===== src/rtl/pwm_slice.sv =====
`timescale 1ns/1ps
module pwm_slice #(
  parameter int W = 16
) (
  input  logic         clk,
  input  logic         rst_n,
  input  logic         mode_center,
  input  logic [1:0]   start_sel,
  input  logic         start_in,
  input  logic         shd_wr,
  input  logic [W-1:0] shd_period,
  input  logic [W-1:0] shd_cmp,
  input  logic         shd_req,
  output logic [W-1:0] count_o,
  output logic         running_o,
  output logic         pwm_o,
  output logic         cmp_hit_o
);

  logic [W-1:0] cnt, cnt_nx, per_act, cmp_act, per_shd, cmp_shd;
  logic run, down, down_nx, pend, start_q;
  logic start_hit, at_top, at_bottom, boundary, xfer;

  assign start_hit = (start_sel[0] & start_in & ~start_q) |
                     (start_sel[1] & ~start_in & start_q);
  assign at_top    = cnt >= per_act;
  assign at_bottom = cnt == '0;
  assign boundary  = run & (mode_center ? (down & at_bottom) : at_top);
  assign xfer      = pend & (~run | boundary);

  always_comb begin
    cnt_nx  = cnt;
    down_nx = down;
    if (start_hit) begin
      cnt_nx  = '0;
      down_nx = 1'b0;
    end else if (run) begin
      if (!mode_center) begin
        down_nx = 1'b0;
        cnt_nx  = at_top ? '0 : cnt + 1'b1;
      end else if (per_act == '0) begin
        down_nx = 1'b0;
        cnt_nx  = '0;
      end else if (!down) begin
        if (at_top) begin
          down_nx = 1'b1;
          cnt_nx  = cnt - 1'b1;
        end else begin
          cnt_nx  = cnt + 1'b1;
        end
      end else if (at_bottom) begin
        down_nx = 1'b0;
        cnt_nx  = cnt + 1'b1;
      end else begin
        cnt_nx  = cnt - 1'b1;
      end
    end
  end

  always_ff @(posedge clk) begin
    if (!rst_n) begin
      cnt     <= '0;
      down    <= 1'b0;
      run     <= 1'b0;
      start_q <= 1'b0;
    end else begin
      cnt     <= cnt_nx;
      down    <= down_nx;
      start_q <= start_in;
      if (start_hit) run <= 1'b1;
    end
  end

  always_ff @(posedge clk) begin
    if (!rst_n) begin
      per_shd <= '0;
      cmp_shd <= '0;
      per_act <= '0;
      cmp_act <= '0;
      pend    <= 1'b0;
    end else begin
      if (xfer) begin
        per_act <= per_shd;
        cmp_act <= cmp_shd;
        pend    <= 1'b0;
      end
      if (shd_req) pend <= 1'b1;
      if (shd_wr) begin
        per_shd <= shd_period;
        cmp_shd <= shd_cmp;
      end
    end
  end

  assign count_o   = cnt;
  assign running_o = run;
  assign pwm_o     = run & (cnt >= cmp_act);
  assign cmp_hit_o = run & (cnt == cmp_act);

  p_reset_idle_r1: assert property (@(posedge clk)
    !rst_n |=> (cnt == '0) && !run);

  p_edge_step_r2: assert property (@(posedge clk) disable iff (!rst_n)
    (!mode_center && run && !at_top && !start_hit) |=> cnt == $past(cnt) + 1'b1);

  p_center_fall_r3: assert property (@(posedge clk) disable iff (!rst_n)
    (mode_center && run && down && !at_bottom && !start_hit) |=> cnt == $past(cnt) - 1'b1);

  p_start_clears_r4: assert property (@(posedge clk) disable iff (!rst_n)
    start_hit |=> (cnt == '0) && run && !down);

  p_active_hold_r6: assert property (@(posedge clk) disable iff (!rst_n)
    !xfer |=> $stable(per_act) && $stable(cmp_act));

  p_count_bound_r2: assert property (@(posedge clk) disable iff (!rst_n)
    run |-> cnt <= per_act);

  p_hit_in_pulse_r8: assert property (@(posedge clk) disable iff (!rst_n)
    cmp_hit_o |-> pwm_o);

endmodule


===== config.mk =====
export PLATFORM = sky130hd
export DESIGN_NAME = pwm_slice
export DESIGN_NICKNAME = d
export VERILOG_FILES = /design/src/rtl/pwm_slice.sv
export SDC_FILE = /design/constraint.sdc
export NUM_CORES = 1
export LEC_CHECK = 0
export ABC_AREA = 1
export BUFFER_PORTS_ARGS = -buffer_cell sky130_fd_sc_hd__buf_2
export CAP_MARGIN = 10
export CORE_UTILIZATION = 59
export DETAILED_ROUTE_END_ITERATION = 7
export PLACE_DENSITY = 0.81
export RECOVER_POWER = 100
export SYNTH_ARGS = -nofsm -noshare
export SYNTH_HDL_FRONTEND = slang
export SYNTH_SLANG_ARGS = --single-unit

===== constraint.sdc =====
create_clock -name clk -period 2.45 [get_ports clk]
set_input_delay 0.245 -clock clk [delete_from_list [all_inputs] [get_ports clk]]
set_output_delay 0.245 -clock clk [all_outputs]
set_load 0.05 [all_outputs]

==> tab_implementation.tex, run 1 <==
\begin{tabular}{lr}
\hline
Metric & Value \\
\hline
\multicolumn{2}{l}{\textbf{Route}} \\
\quad Post-detailed-routing wire length & 13,000 microns \\
\quad Detailed-route via count & 4,908 \\
\quad Average wire length per cell after detail routing & 14.0 microns \\
\quad DRC errors left & 0 \\
\quad Via/cell ratio & 5.31 \\
\quad Post-route antenna net violation count & 0 \\
\quad Number of search-and-repair iterations in the first detailed-routing pass & 5 \\
\quad Number of DRC violations after detailed-routing iteration 0 & 339 \\
\multicolumn{2}{l}{\textbf{Timing}} \\
\quad Shortest clock period the worst path allows after layout & approximately 2300 ps \\
\quad Final Cycle Share & 0.941 \\
\quad Final hold violation count & 0 \\
\quad Skew final & 11.5 ps \\
\quad Final Setup Violations & 0 \\
\quad Max-slew violation count & 0 \\
\quad Fmax & 0.434 GHz \\
\quad Relative max-transition margin & 0.270 \\
\quad Setup repair after global routing missed its margin & yes \\
\quad Transition time at the pin with the least slew margin & 1100 ps \\
\multicolumn{2}{l}{\textbf{Yosys}} \\
\quad Most common flop cell mapped by yosys & dfxtp\_1 \\
\quad Complex-gate fraction of the synthesized area & 0.107 \\
\quad Library cell occupying the most area in the post-synthesis netlist & dfxtp\_1 \\
\quad Number of warnings reported in the yosys synthesis log & 0 \\
\quad Adder and majority cell fraction of the synthesized area & 0.0873 \\
\quad Instance count of the mapped netlist & 756 \\
\quad Xor/xnor share of the synthesized area & 0.0384 \\
\quad Cell area after technology mapping & 5010 sq um \\
\quad Cell with the most instances after synthesis & nand2\_1 \\
\quad Area share of the largest cell type after synthesis & 0.335 \\
\quad Net count after synthesis & around 830 \\
\quad Proportion of synthesized chip area in sequential cells & 0.335 \\
\quad Async S/R FF share, synth & 0 \\
\quad Number of enable-type register cells in the synthesized netlist & 0 \\
\quad Dominant combinational cell family by area after synthesis & simple AND/OR/NAND/NOR gates \\
\quad Number of distinct library cells after synthesis & 38 \\
\quad Largest cells by area after synthesis & dfxtp\_1, nand2\_1, nor2\_1 \\
\quad Multiplexer area fraction after synthesis & 0 \\
\quad Post-synth top cells & nand2\_1, nor2\_1, dfxtp\_1 \\
\quad Synth Area in Simple Gates & 0.331 \\
\quad Syn avg cell area & 6.63 sq um \\
\quad Total of flip-flops plus latches after synthesis & 84 \\
\multicolumn{2}{l}{\textbf{Clock tree}} \\
\quad Clock transition at the registers of the reported paths & around 90 ps \\
\quad Later-pin clock latency in the skew report & between 300 and 400 ps \\
\quad Clock tree from TritonCTS & built \\
\quad Clock Sink Count & 84 \\
\quad Num CTS Buffers & 9 \\
\quad Number of H-tree levels & 3 \\
\quad Root buf cell & clkbuf\_8 \\
\quad Deepest clock path buffer count & 2 \\
\multicolumn{2}{l}{\textbf{Floorplan}} \\
\quad Initial core utilization & 0.610 \\
\quad Row count & 33 \\
\quad Full die area & slightly below 9000 sq um \\
\quad I/O pin count & $\sim$60 \\
\quad Die Ht & 94.2 microns \\
\quad Floorplan core area & 8220 sq um \\
\quad Width of the chip & $\sim$94 microns \\
\multicolumn{2}{l}{\textbf{Min path}} \\
\quad Worst hold-check path type & in2reg \\
\multicolumn{2}{l}{\textbf{Cells and area}} \\
\quad FILL cells & 757 \\
\quad Final Instance Area & roughly 5600 sq um \\
\quad Area growth from synthesis to layout & 12.1\% \\
\quad Count of inserted antenna diode cells & 0 \\
\quad Number of nets in the final layout & $\sim$900 \\
\quad Proportion of layout cells with a drive suffix above 1 & 0.126 \\
\multicolumn{2}{l}{\textbf{Worst setup path}} \\
\quad Max stage delay cell, worst path & dfxtp\_1 \\
\quad Top Family by Delay on Critical Path & compound AO/OA/AOI/OAI gates \\
\quad Endpoint arrival time on the critical path & roughly 2100 ps \\
\quad Series of cell instances along the critical path & buf\_6 > ha\_1 > nand3\_1 > o211ai\_1 > a21oi\_1 > o221ai\_1 > nand2\_1 > nand2\_1 > buf\_4 \\
\quad CP bufs+invs & 2 \\
\quad Most prevalent standard cell on the critical path & nand2\_1 \\
\quad Req. time, crit path & 2200 ps \\
\quad Worst Path Max Fanout & 8 \\
\quad Type of element launching the critical path & flip-flop \\
\quad Crit Path Class & reg2out \\
\quad Slowest cell delay on critical path & 350 ps \\
\quad Critical path capture point type & output port \\
\multicolumn{2}{l}{\textbf{Global routing}} \\
\quad Maximum number of pins on one net before global-route repair & between 50 and 60 \\
\quad Number of global-route vias before repair & 4,555 \\
\quad Aggregate global routing overflow & 0 \\
\quad Number of antenna violations at the first check in global routing & 0 \\
\quad Total GRT Usage & 0.308 \\
\quad Global-route wire length before repair & 21,200 microns \\
\multicolumn{2}{l}{\textbf{Power and ir drop}} \\
\quad Clock share of power & 0.248 \\
\quad Relative contribution of combinational cells to total power & 0.330 \\
\quad Flop pwr share & 0.421 \\
\quad Net switching share of the total power & 0.374 \\
\quad Design internal power & roughly 2.3 mW \\
\quad Overall Power & 3.64 mW \\
\quad Leakage power & around 2.9 nW \\
\quad Pwr/cell area & 647 nW/um\^{}2 \\
\quad Total net switching power & 1.36 mW \\
\quad VDD IR-drop max & approximately 0.48 mV \\
\multicolumn{2}{l}{\textbf{Placed design}} \\
\quad Placed inst area & 5430 sq um \\
\quad Detailed placer's ending HPWL & 9600 microns \\
\quad Last weighted congestion value of the routability-driven placer & between 0.9 and 1 \\
\quad Port Buf Inserts & 58 \\
\multicolumn{2}{l}{\textbf{Outcome}} \\
\quad Status & completed \\
\multicolumn{2}{l}{\textbf{Flow run}} \\
\quad Maximum capacitance violations & 0 \\
\hline
\end{tabular}
==> worst reg2reg max path, stage by stage, from the launching register on <==
cell      delay (ps)
dfxtp_1          360
buf_4            180
ha_1             180
nand2_1          110
nor3_1           460
nand3_1          130
nand2_1           80
nand2_1          100
nand3b_1         180
nand3_1           70
nand2_1           50
a21oi_1          120
nor2_1            60
==> area by class of cell <==
class                           instances  area, sq um  share of cell area
Timing Repair Buffer                   82          468              0.0833
Clock buffer                           10          138              0.0245
Multi-Input combinational cell        552         2840               0.505
Inverter                               87          327              0.0581
Tap cell                              105          131              0.0234
Sequential cell                        84         1680               0.300
Clock inverter                          5         35.0             0.00624
==> power groups by stage <==
| stage | Clock [mW] | Sequential, mW | Combinational [mW] |
|---|---|---|---|
| after floorplan | 0 | 1.62 | 0.831 |
| after global placement | 0 | 1.56 | 1.13 |
| after detailed placement | 0 | 1.56 | 1.16 |
| after CTS | 0.918 | 1.53 | 1.17 |
| after global routing | 0.984 | 1.54 | 1.35 |
| final | 0.903 | 1.53 | 1.20 |
==> cell usage in the layout (no fill, tap or decap), drive strengths merged <==
cell type,synthesis,routed
o21bai,1,1
clkinvlp,0,1
buf,15,64
inv,87,89
xor2,21,21
nor4,6,6
xnor2,1,1
clkbuf,18,28
nand3,36,36
nand3b,3,3
nand2,162,162
o21ai,62,62
ha,35,35
o21a,1,1
o211ai,2,2
nor2,164,164
a32oi,1,1
o221ai,1,1
a211oi,2,2
dfxtp,84,84
clkinv,0,2
and2,1,1
nor3,13,13
nand4,6,6
a21oi,33,33
or2,1,1
==> logic make-up after synthesis <==
| family | Yosys count |
|---|---|
| simple gates | 392 |
| buf+inv | 120 |
| compound gates | 103 |
| flops | 84 |
| fa+ha+maj | 35 |
| xor+xnor | 22 |
==> sequential cells by signal, indices dropped and copies added (netlist names) <==
register	count
cmp_act	16
per_shd	16
pend	1
running_o	1
cmp_shd	16
down	1
count_o	16
per_act	16
start_q	1
==> repair_timing <==
| item | 4_1_cts | 5_1_grt |
|---|---|---|
| gates resized for setup | 0 | 5 |
| hold buffers | 0 | 0 |
| endpoints found under the setup margin | 0 | 15 |
| buffers inserted | 0 | 3 |
==> final timing paths <==
check	endpoint	startpoint	slack [ps]	cells past startpoint
setup / recovery	pwm_o	count_o[3]	150	9
hold / removal	start_q	start_in	90	3
setup reg to reg	count_o[14]	count_o[1]	250	12
hold reg to reg	cmp_act[5]	cmp_shd[5]	490	2
==> through the flow <==
stage | utilization | setup WS, ps | TNS, ps | instances | hold WS [ps]
2_1_floorplan | - | 114 | 0 | 756 | 338
3_3_place_gp | 0.661 | 368 | 0 | 907 | 450
3_5_place_dp | 0.661 | 256 | 0 | 907 | 465
4_1_cts | 0.682 | 75.4 | 0 | 922 | 85.6
5_1_grt | 0.684 | -11.0 | -17.9 | 925 | 86.6
6_report | 0.684 | 145 | 0 | 925 | 90.9
==> per-layer routing <==
layer,up-vias,share of wire,global-route usage
li1,2510,-,-
met1,2198,0.45,0.397
met2,168,0.45,0.508
met3,32,0.065,0.0526
met4,0,0.029,0.121
met5,-,0,0
Power figures use the tool's default switching activity.
==> run 2: changes to the inputs <==
--- a/config.mk
+++ b/config.mk
@@ -8,9 +8,10 @@
 export ABC_AREA = 1
 export BUFFER_PORTS_ARGS = -buffer_cell sky130_fd_sc_hd__buf_2
 export CAP_MARGIN = 10
-export CORE_UTILIZATION = 59
+export CORE_MARGIN = 2
+export CORE_UTILIZATION = 53
 export DETAILED_ROUTE_END_ITERATION = 7
-export PLACE_DENSITY = 0.81
+export PLACE_DENSITY = 0.76
 export RECOVER_POWER = 100
 export SYNTH_ARGS = -nofsm -noshare
 export SYNTH_HDL_FRONTEND = slang
==> constraint.sdc (replaced) <==
create_clock -name clk -period 1.85 [get_ports clk]
set_input_delay 0.185 -clock clk [delete_from_list [all_inputs] [get_ports clk]]
set_output_delay 0.185 -clock clk [all_outputs]
set_load 0.05 [all_outputs]
==> run 2 against run 1 <==
- the run now ends with negative setup slack left
- first-iteration DRC count rose by 30%
- count of clock-buffer cells in the layout unchanged
- setup slack lost 690 ps
- die area is 16% higher
- non-clock buffer count increased by 93
- cell area increased by 33%
- critical path type unchanged
- largest power group is now combinational cells
==> tab_implementation.tex, run 2 (synthesis gave the netlist of run 1 again) <==
\begin{tabular}{lr}
\hline
Metric & Value \\
\hline
\multicolumn{2}{l}{\textbf{Cells and area}} \\
\quad Commonest non-fill, non-tap cell in the layout & nor2\_1 \\
\quad Proportion of layout cells with a drive suffix above 1 & 0.396 \\
\quad Area growth from synthesis to layout & 48.6\% \\
\quad Number of standard cells in the final layout excluding fillers & 1,026 \\
\quad Share of the core filled with cells in the final layout & 0.810 \\
\quad Number of nets in the final layout & roughly 990 \\
\quad Most used cells in the layout excluding fill and tap cells & nor2\_1, nand2\_1, buf\_4, inv\_1, dfxtp\_1 \\
\quad FILL cells & 540 \\
\quad Count of inserted antenna diode cells & 0 \\
\multicolumn{2}{l}{\textbf{Route}} \\
\quad Post-detailed-routing wire length & 20,000 microns \\
\quad Post-route antenna net violation count & 0 \\
\quad Average wire length per cell after detail routing & around 20 microns \\
\quad DRC errors left & 0 \\
\quad Number of search-and-repair iterations in the first detailed-routing pass & 5 \\
\quad Via/cell ratio & between 5 and 6 \\
\quad Detailed-route via count & 6,108 \\
\quad Number of DRC violations after detailed-routing iteration 0 & 440 \\
\multicolumn{2}{l}{\textbf{Clock tree}} \\
\quad Clock Sink Count & 84 \\
\quad Root buf cell & clkbuf\_8 \\
\quad Clock tree from TritonCTS & built \\
\quad Clock transition at the registers of the reported paths & 100 ps \\
\quad Number of H-tree levels & 3 \\
\quad Cts hold-fix bufs & 0 \\
\quad Later-pin clock latency in the skew report & 380 ps \\
\quad Num CTS Buffers & 9 \\
\quad Deepest clock path buffer count & 2 \\
\multicolumn{2}{l}{\textbf{Power and ir drop}} \\
\quad VDD IR-drop max & 0.613 mV \\
\quad Design internal power & 3.62 mW \\
\quad Overall Power & 6.14 mW \\
\quad Net switching share of the total power & 0.410 \\
\quad Relative contribution of combinational cells to total power & 0.454 \\
\quad Leakage power & around 3.6 nW \\
\quad Pwr/cell area & 824 nW/um\^{}2 \\
\quad Total net switching power & 2.52 mW \\
\quad Clock share of power & 0.211 \\
\quad Flop pwr share & 0.335 \\
\multicolumn{2}{l}{\textbf{Global routing}} \\
\quad Maximum number of pins on one net before global-route repair & 66 \\
\quad Aggregate global routing overflow & 0 \\
\quad Number of antenna violations at the first check in global routing & 0 \\
\quad Total GRT Usage & 0.326 \\
\quad Number of global-route vias before repair & 5,270 \\
\quad Global-route wire length before repair & 26,200 microns \\
\multicolumn{2}{l}{\textbf{Worst setup path}} \\
\quad Endpoint arrival time on the critical path & 2210 ps \\
\quad Crit Path Class & reg2out \\
\quad Req. time, crit path & 1660 ps \\
\quad Slowest cell delay on critical path & 370 ps \\
\quad Max stage delay cell, worst path & dfxtp\_4 \\
\quad Critical path capture point type & output port \\
\quad Worst Path Max Fanout & 6 \\
\quad Series of cell instances along the critical path & buf\_4 > ha\_4 > a21oi\_1 > o21ai\_2 > a21oi\_2 > o221ai\_2 > nand2\_1 > nand2\_2 > buf\_8 \\
\quad Type of element launching the critical path & flip-flop \\
\multicolumn{2}{l}{\textbf{Placed design}} \\
\quad Post-Place Setup Slack & -248 ps \\
\quad Placed Instances & 976 \\
\quad Detailed placer's ending HPWL & 10,600 microns \\
\quad Port Buf Inserts & 58 \\
\quad Last weighted congestion value of the routability-driven placer & 0.933 \\
\multicolumn{2}{l}{\textbf{Timing}} \\
\quad Transition time at the pin with the least slew margin & 1200 ps \\
\quad Slack of the critical path & -545 ps \\
\quad Final Cycle Share & 1.29 \\
\quad Max-slew violation count & 0 \\
\quad Final hold violation count & 0 \\
\quad Relative max-transition margin & 0.201 \\
\quad Final Setup Violations & 52 \\
\quad Hold Worst Slack & 20.7 ps \\
\quad Shortest clock period the worst path allows after layout & 2390 ps \\
\quad Skew final & 9.63 ps \\
\quad Fmax & between 0.4 and 0.5 GHz \\
\quad Setup repair after global routing missed its margin & yes \\
\multicolumn{2}{l}{\textbf{Floorplan}} \\
\quad Full die area & 10,300 sq um \\
\quad Floorplan core area & 9200 sq um \\
\quad Width of the chip & 101 microns \\
\quad Initial core utilization & 0.545 \\
\quad I/O pin count & 59 \\
\quad Die Ht & 101 microns \\
\quad Row count & 35 \\
\multicolumn{2}{l}{\textbf{Min path}} \\
\quad Worst hold-check path type & in2reg \\
\multicolumn{2}{l}{\textbf{Outcome}} \\
\quad Status & finished with violations \\
\quad Failing checks & negative setup slack \\
\multicolumn{2}{l}{\textbf{Flow run}} \\
\quad Maximum capacitance violations & 0 \\
\hline
\end{tabular}
-- run 2: cell count changes in the layout (fill, tap and decap cells not counted), moves of 19 or more --
cell,delta
nand2_2,+32
nand2_1,-48
ha_4,+22
buf_6,+20
ha_1,-22
a21oi_1,-20
buf_4,+61
a21oi_2,+19
dfxtp_1,-19
nor2_1,-23
-- run 2: through the flow --
step	setup TNS [ps]	instance area, sq um
6_report	-21080	7450
5_1_grt	-25640	7450
3_3_place_gp	-5700	6060
3_5_place_dp	-8780	6060
2_1_floorplan	-2860	5130
4_1_cts	-13730	6850
-- run 2: what timing repair did --
| action | in CTS | in global routing |
|---|---|---|
| buffers inserted | 20 | 14 |
| gates cloned | 4 | 2 |
| pin swaps | 11 | 53 |
| resized for setup | 55 | 152 |
| endpoints found under the setup margin | 52 | 52 |
-- run 2: final timing paths --
path | from | slack [ps] | to | depth (start not counted)
worst max register to register | per_act[15] | -500 | cmp_act[14] | 14
worst min-delay path | start_in | 20 | start_q | 3
worst max-delay path | count_o[7] | -540 | pwm_o | 9
worst min register to register | per_shd[12] | 490 | per_act[12] | 2
-- run 2: power by group through the flow --
stage / Combinational [mW] / Clock, mW / Sequential (mW)
finish: 2.79 / 1.29 / 2.06
global route: 2.94 / 1.36 / 2.06
CTS: 2.23 / 1.28 / 2.03
detailed placement: 1.78 / 0 / 2.07
global placement: 1.75 / 0 / 2.06
floorplan: 1.12 / 0 / 2.14
-- run 2: cell type report --
| cell class | instances | area [sq um] | area share |
|---|---|---|---|
| clock buffers | 10 | 128 | 0.0171 |
| clock inverters | 6 | 56.3 | 0.00756 |
| inverters | 87 | 339 | 0.0455 |
| multi-input cells | 552 | 3610 | 0.485 |
| flip-flops and latches | 84 | 1740 | 0.234 |
| well taps | 111 | 139 | 0.0186 |
| repair buffers | 175 | 1430 | 0.192 |
| repair inverters | 1 | 6.26 | 0.000840 |
-- run 2: critical path, delay by kind of cell, from the launching register on --
family          cells  cell delay (ps)
simple gates        2              180
compound gates      4              680
buf+inv             2              330
fa+ha+maj           1              260
flops               1              370
-- run 2: routing by layer --
layer	track usage	vias to the layer above	wire length, microns
li1	-	2702	-
met1	0.390	2854	7410
met2	0.564	411	9490
met3	0.0490	141	1610
met4	0.172	0	1500
met5	0	-	0
==> run 3: changes to the inputs <==
--- a/config.mk
+++ b/config.mk
@@ -9,9 +9,9 @@
 export BUFFER_PORTS_ARGS = -buffer_cell sky130_fd_sc_hd__buf_2
 export CAP_MARGIN = 10
 export CORE_MARGIN = 2
-export CORE_UTILIZATION = 53
+export CORE_UTILIZATION = 31
 export DETAILED_ROUTE_END_ITERATION = 7
-export PLACE_DENSITY = 0.76
+export PLACE_DENSITY = 0.6
 export RECOVER_POWER = 100
 export SYNTH_ARGS = -nofsm -noshare
 export SYNTH_HDL_FRONTEND = slang
==> run 3 against run 2 <==
- the run still ends with negative setup slack left
- non-clock buffer count grew 8
- setup slack better by 230 ps
- worst hold slack gained 26 ps
- core utilization is 31 points lower
- first-iteration DRC count fell by 47%
- critical path depth is 7 higher
- clock power grew 46%
- combinational power down 4%
- cell area grew 5.4%
- global-route usage shrank 14 points
- sequential power about the same
- final cell count is 11% higher
- critical path type is now reg2reg
==> tab_implementation.tex, run 3 (synthesis gave the netlist of run 1 again) <==
\begin{tabular}{lr}
\hline
Metric & Value \\
\hline
\multicolumn{2}{l}{\textbf{Timing}} \\
\quad Final hold violation count & 0 \\
\quad Shortest clock period the worst path allows after layout & 2160 ps \\
\quad Final Cycle Share & 1.17 \\
\quad Setup repair after global routing missed its margin & yes \\
\quad Transition time at the pin with the least slew margin & 664 ps \\
\quad Relative max-transition margin & 0.558 \\
\quad TNS Setup & -11,100 ps \\
\quad Slack of the critical path & -312 ps \\
\quad Skew final & 7.52 ps \\
\quad Max-slew violation count & 0 \\
\quad Final Setup Violations & 52 \\
\quad Fmax & 0.462 GHz \\
\multicolumn{2}{l}{\textbf{Cells and area}} \\
\quad Most used cells in the layout excluding fill and tap cells & nor2\_1, nand2\_1, buf\_4, inv\_1, dfxtp\_1 \\
\quad Count of inserted antenna diode cells & 0 \\
\quad Commonest non-fill, non-tap cell in the layout & nor2\_1 \\
\quad FILL cells & 1,540 \\
\quad Area growth from synthesis to layout & 56.6\% \\
\quad Number of standard cells in the final layout excluding fillers & 1,138 \\
\quad Proportion of layout cells with a drive suffix above 1 & 0.416 \\
\quad Final Instance Area & 7850 sq um \\
\quad Number of nets in the final layout & $\sim$990 \\
\multicolumn{2}{l}{\textbf{Worst setup path}} \\
\quad Worst Path Max Fanout & 3 \\
\quad CP bufs+invs & 3 \\
\quad Endpoint arrival time on the critical path & 2440 ps \\
\quad Number of logic stages on the critical path including buffering & 16 \\
\quad Series of cell instances along the critical path & buf\_6 > ha\_4 > nand2\_2 > nand3\_2 > nand2\_1 > nand2\_1 > nand2\_1 > nand2\_2 > nand2\_4 > buf\_6 > nand3b\_1 > buf\_4 > or2\_4 > nand2\_2 > nand2\_1 > a21oi\_1 \\
\quad Slowest cell delay on critical path & approximately 350 ps \\
\quad Top Family by Delay on Critical Path & simple AND/OR/NAND/NOR gates \\
\quad Crit Path Class & reg2reg \\
\quad Max stage delay cell, worst path & dfxtp\_4 \\
\quad Most prevalent standard cell on the critical path & nand2\_1 \\
\quad Worst reg-to-reg path cell count & 16 \\
\quad Type of element launching the critical path & flip-flop \\
\quad Req. time, crit path & 2130 ps \\
\quad FF-to-FF setup slack & -310 ps \\
\quad Reg2Reg Launch Point & count\_o[1] \\
\quad End of the worst register-to-register path & count\_o[5] \\
\quad Critical path capture point type & flip-flop \\
\multicolumn{2}{l}{\textbf{Power and ir drop}} \\
\quad VDD IR-drop max & 0.746 mV \\
\quad Pwr/cell area & 840 nW/um\^{}2 \\
\quad Leakage power & 3.73 nW \\
\quad Overall Power & 6.59 mW \\
\multicolumn{2}{l}{\textbf{Route}} \\
\quad Average wire length per cell after detail routing & 14.1 microns \\
\quad Post-route antenna net violation count & 0 \\
\quad Via/cell ratio & roughly 4.6 \\
\quad DRC errors left & 0 \\
\quad Post-detailed-routing wire length & 16,000 microns \\
\quad Detailed-route via count & 5,227 \\
\quad Number of DRC violations after detailed-routing iteration 0 & 232 \\
\quad Number of search-and-repair iterations in the first detailed-routing pass & 4 \\
\multicolumn{2}{l}{\textbf{Outcome}} \\
\quad Status & finished with violations \\
\quad Failing checks & negative setup slack \\
\multicolumn{2}{l}{\textbf{Floorplan}} \\
\quad Full die area & 17,200 sq um \\
\quad Die Ht & 131 microns \\
\quad Initial core utilization & 0.317 \\
\quad I/O pin count & between 50 and 60 \\
\quad Row count & 46 \\
\quad Floorplan core area & 15,800 sq um \\
\quad Width of the chip & around 130 microns \\
\multicolumn{2}{l}{\textbf{Placed design}} \\
\quad Detailed placer's ending HPWL & around 11,000 microns \\
\quad Port Buf Inserts & 58 \\
\quad Placed inst area & 6300 sq um \\
\quad Placed Instances & 1,096 \\
\quad Last weighted congestion value of the routability-driven placer & 0.892 \\
\quad Post-Place Setup Slack & -191 ps \\
\multicolumn{2}{l}{\textbf{Clock tree}} \\
\quad Clock transition at the registers of the reported paths & 60 ps \\
\quad Number of H-tree levels & 3 \\
\quad Clock tree from TritonCTS & built \\
\quad Later-pin clock latency in the skew report & $\sim$350 ps \\
\quad Deepest clock path buffer count & 2 \\
\quad Root buf cell & clkbuf\_16 \\
\quad Num CTS Buffers & 9 \\
\quad Clock Sink Count & between 80 and 90 \\
\multicolumn{2}{l}{\textbf{Global routing}} \\
\quad Total GRT Usage & 0.184 \\
\quad Number of antenna violations at the first check in global routing & 0 \\
\quad Number of global-route vias before repair & 5,044 \\
\quad Aggregate global routing overflow & 0 \\
\quad Global-route wire length before repair & 25,600 microns \\
\quad Maximum number of pins on one net before global-route repair & 66 \\
\multicolumn{2}{l}{\textbf{Min path}} \\
\quad Worst hold-check path type & in2reg \\
\quad Hold Path Cell Cnt & 3 \\
\quad Min-delay src & start\_in \\
\quad Terminating pin of the worst hold path & start\_q \\
\multicolumn{2}{l}{\textbf{Flow run}} \\
\quad Maximum capacitance violations & 0 \\
\hline
\end{tabular}
-- run 3: worst max path at each step --
stage / startpoint / endpoint
floorplan: count_o[15] / cmp_act[15]
global placement: per_act[7] / per_act[7]
detailed placement: per_act[9] / per_act[11]
CTS: count_o[3] / pwm_o
global route: count_o[1] / count_o[5]
finish: count_o[1] / count_o[5]
-- run 3: worst min-delay path: cells and delay by family --
kind	cells	cell delay (ps)
buffers and inverters	2	130
and+or+nand+nor	1	50
-- run 3: report_power, final --
| group | internal [mW] | total, mW | switching (mW) |
|---|---|---|---|
| combinational | 1.20 | 2.67 | 1.47 |
| sequential | 1.94 | 2.04 | 0.0961 |
| clock | 1.07 | 1.88 | 0.811 |
| total | 4.22 | 6.59 | 2.38 |
-- run 3: layout make-up --
cell class | instances | area [sq um] | share of cell area
Inverter | 87 | 339 | 0.0432
Clock inverter | 7 | 83.8 | 0.0107
Timing Repair Buffer | 183 | 1570 | 0.200
Multi-Input combinational cell | 552 | 3620 | 0.462
Tap cell | 216 | 270 | 0.0344
Sequential cell | 84 | 1740 | 0.222
Clock buffer | 9 | 225 | 0.0287
-- run 3: what timing repair did --
item,in CTS,in global routing
pin swaps,41,63
setup buffers,18,6
endpoints found under the hold margin,0,0
gates cloned,8,0
hold buffers,0,0
endpoints found under the setup margin,52,52
resized for setup,95,142
-- run 3: layer usage --
layer / up-vias / track usage / part of all wire
li1: 2718 / - / -
met2: 120 / 0.295 / 0.46
met1: 2361 / 0.251 / 0.47
met5: - / 0 / 0
met3: 28 / 0.0289 / 0.045
met4: 0 / 0.0646 / 0.024
-- run 3: metrics by stage --
| stage | hold WS [ps] | util |
|---|---|---|
| 2_1_floorplan | 278 | - |
| 3_3_place_gp | 390 | 0.398 |
| 3_5_place_dp | 402 | 0.398 |
| 4_1_cts | 40.1 | 0.467 |
| 5_1_grt | 52.3 | 0.496 |
| 6_report | 47.0 | 0.496 |
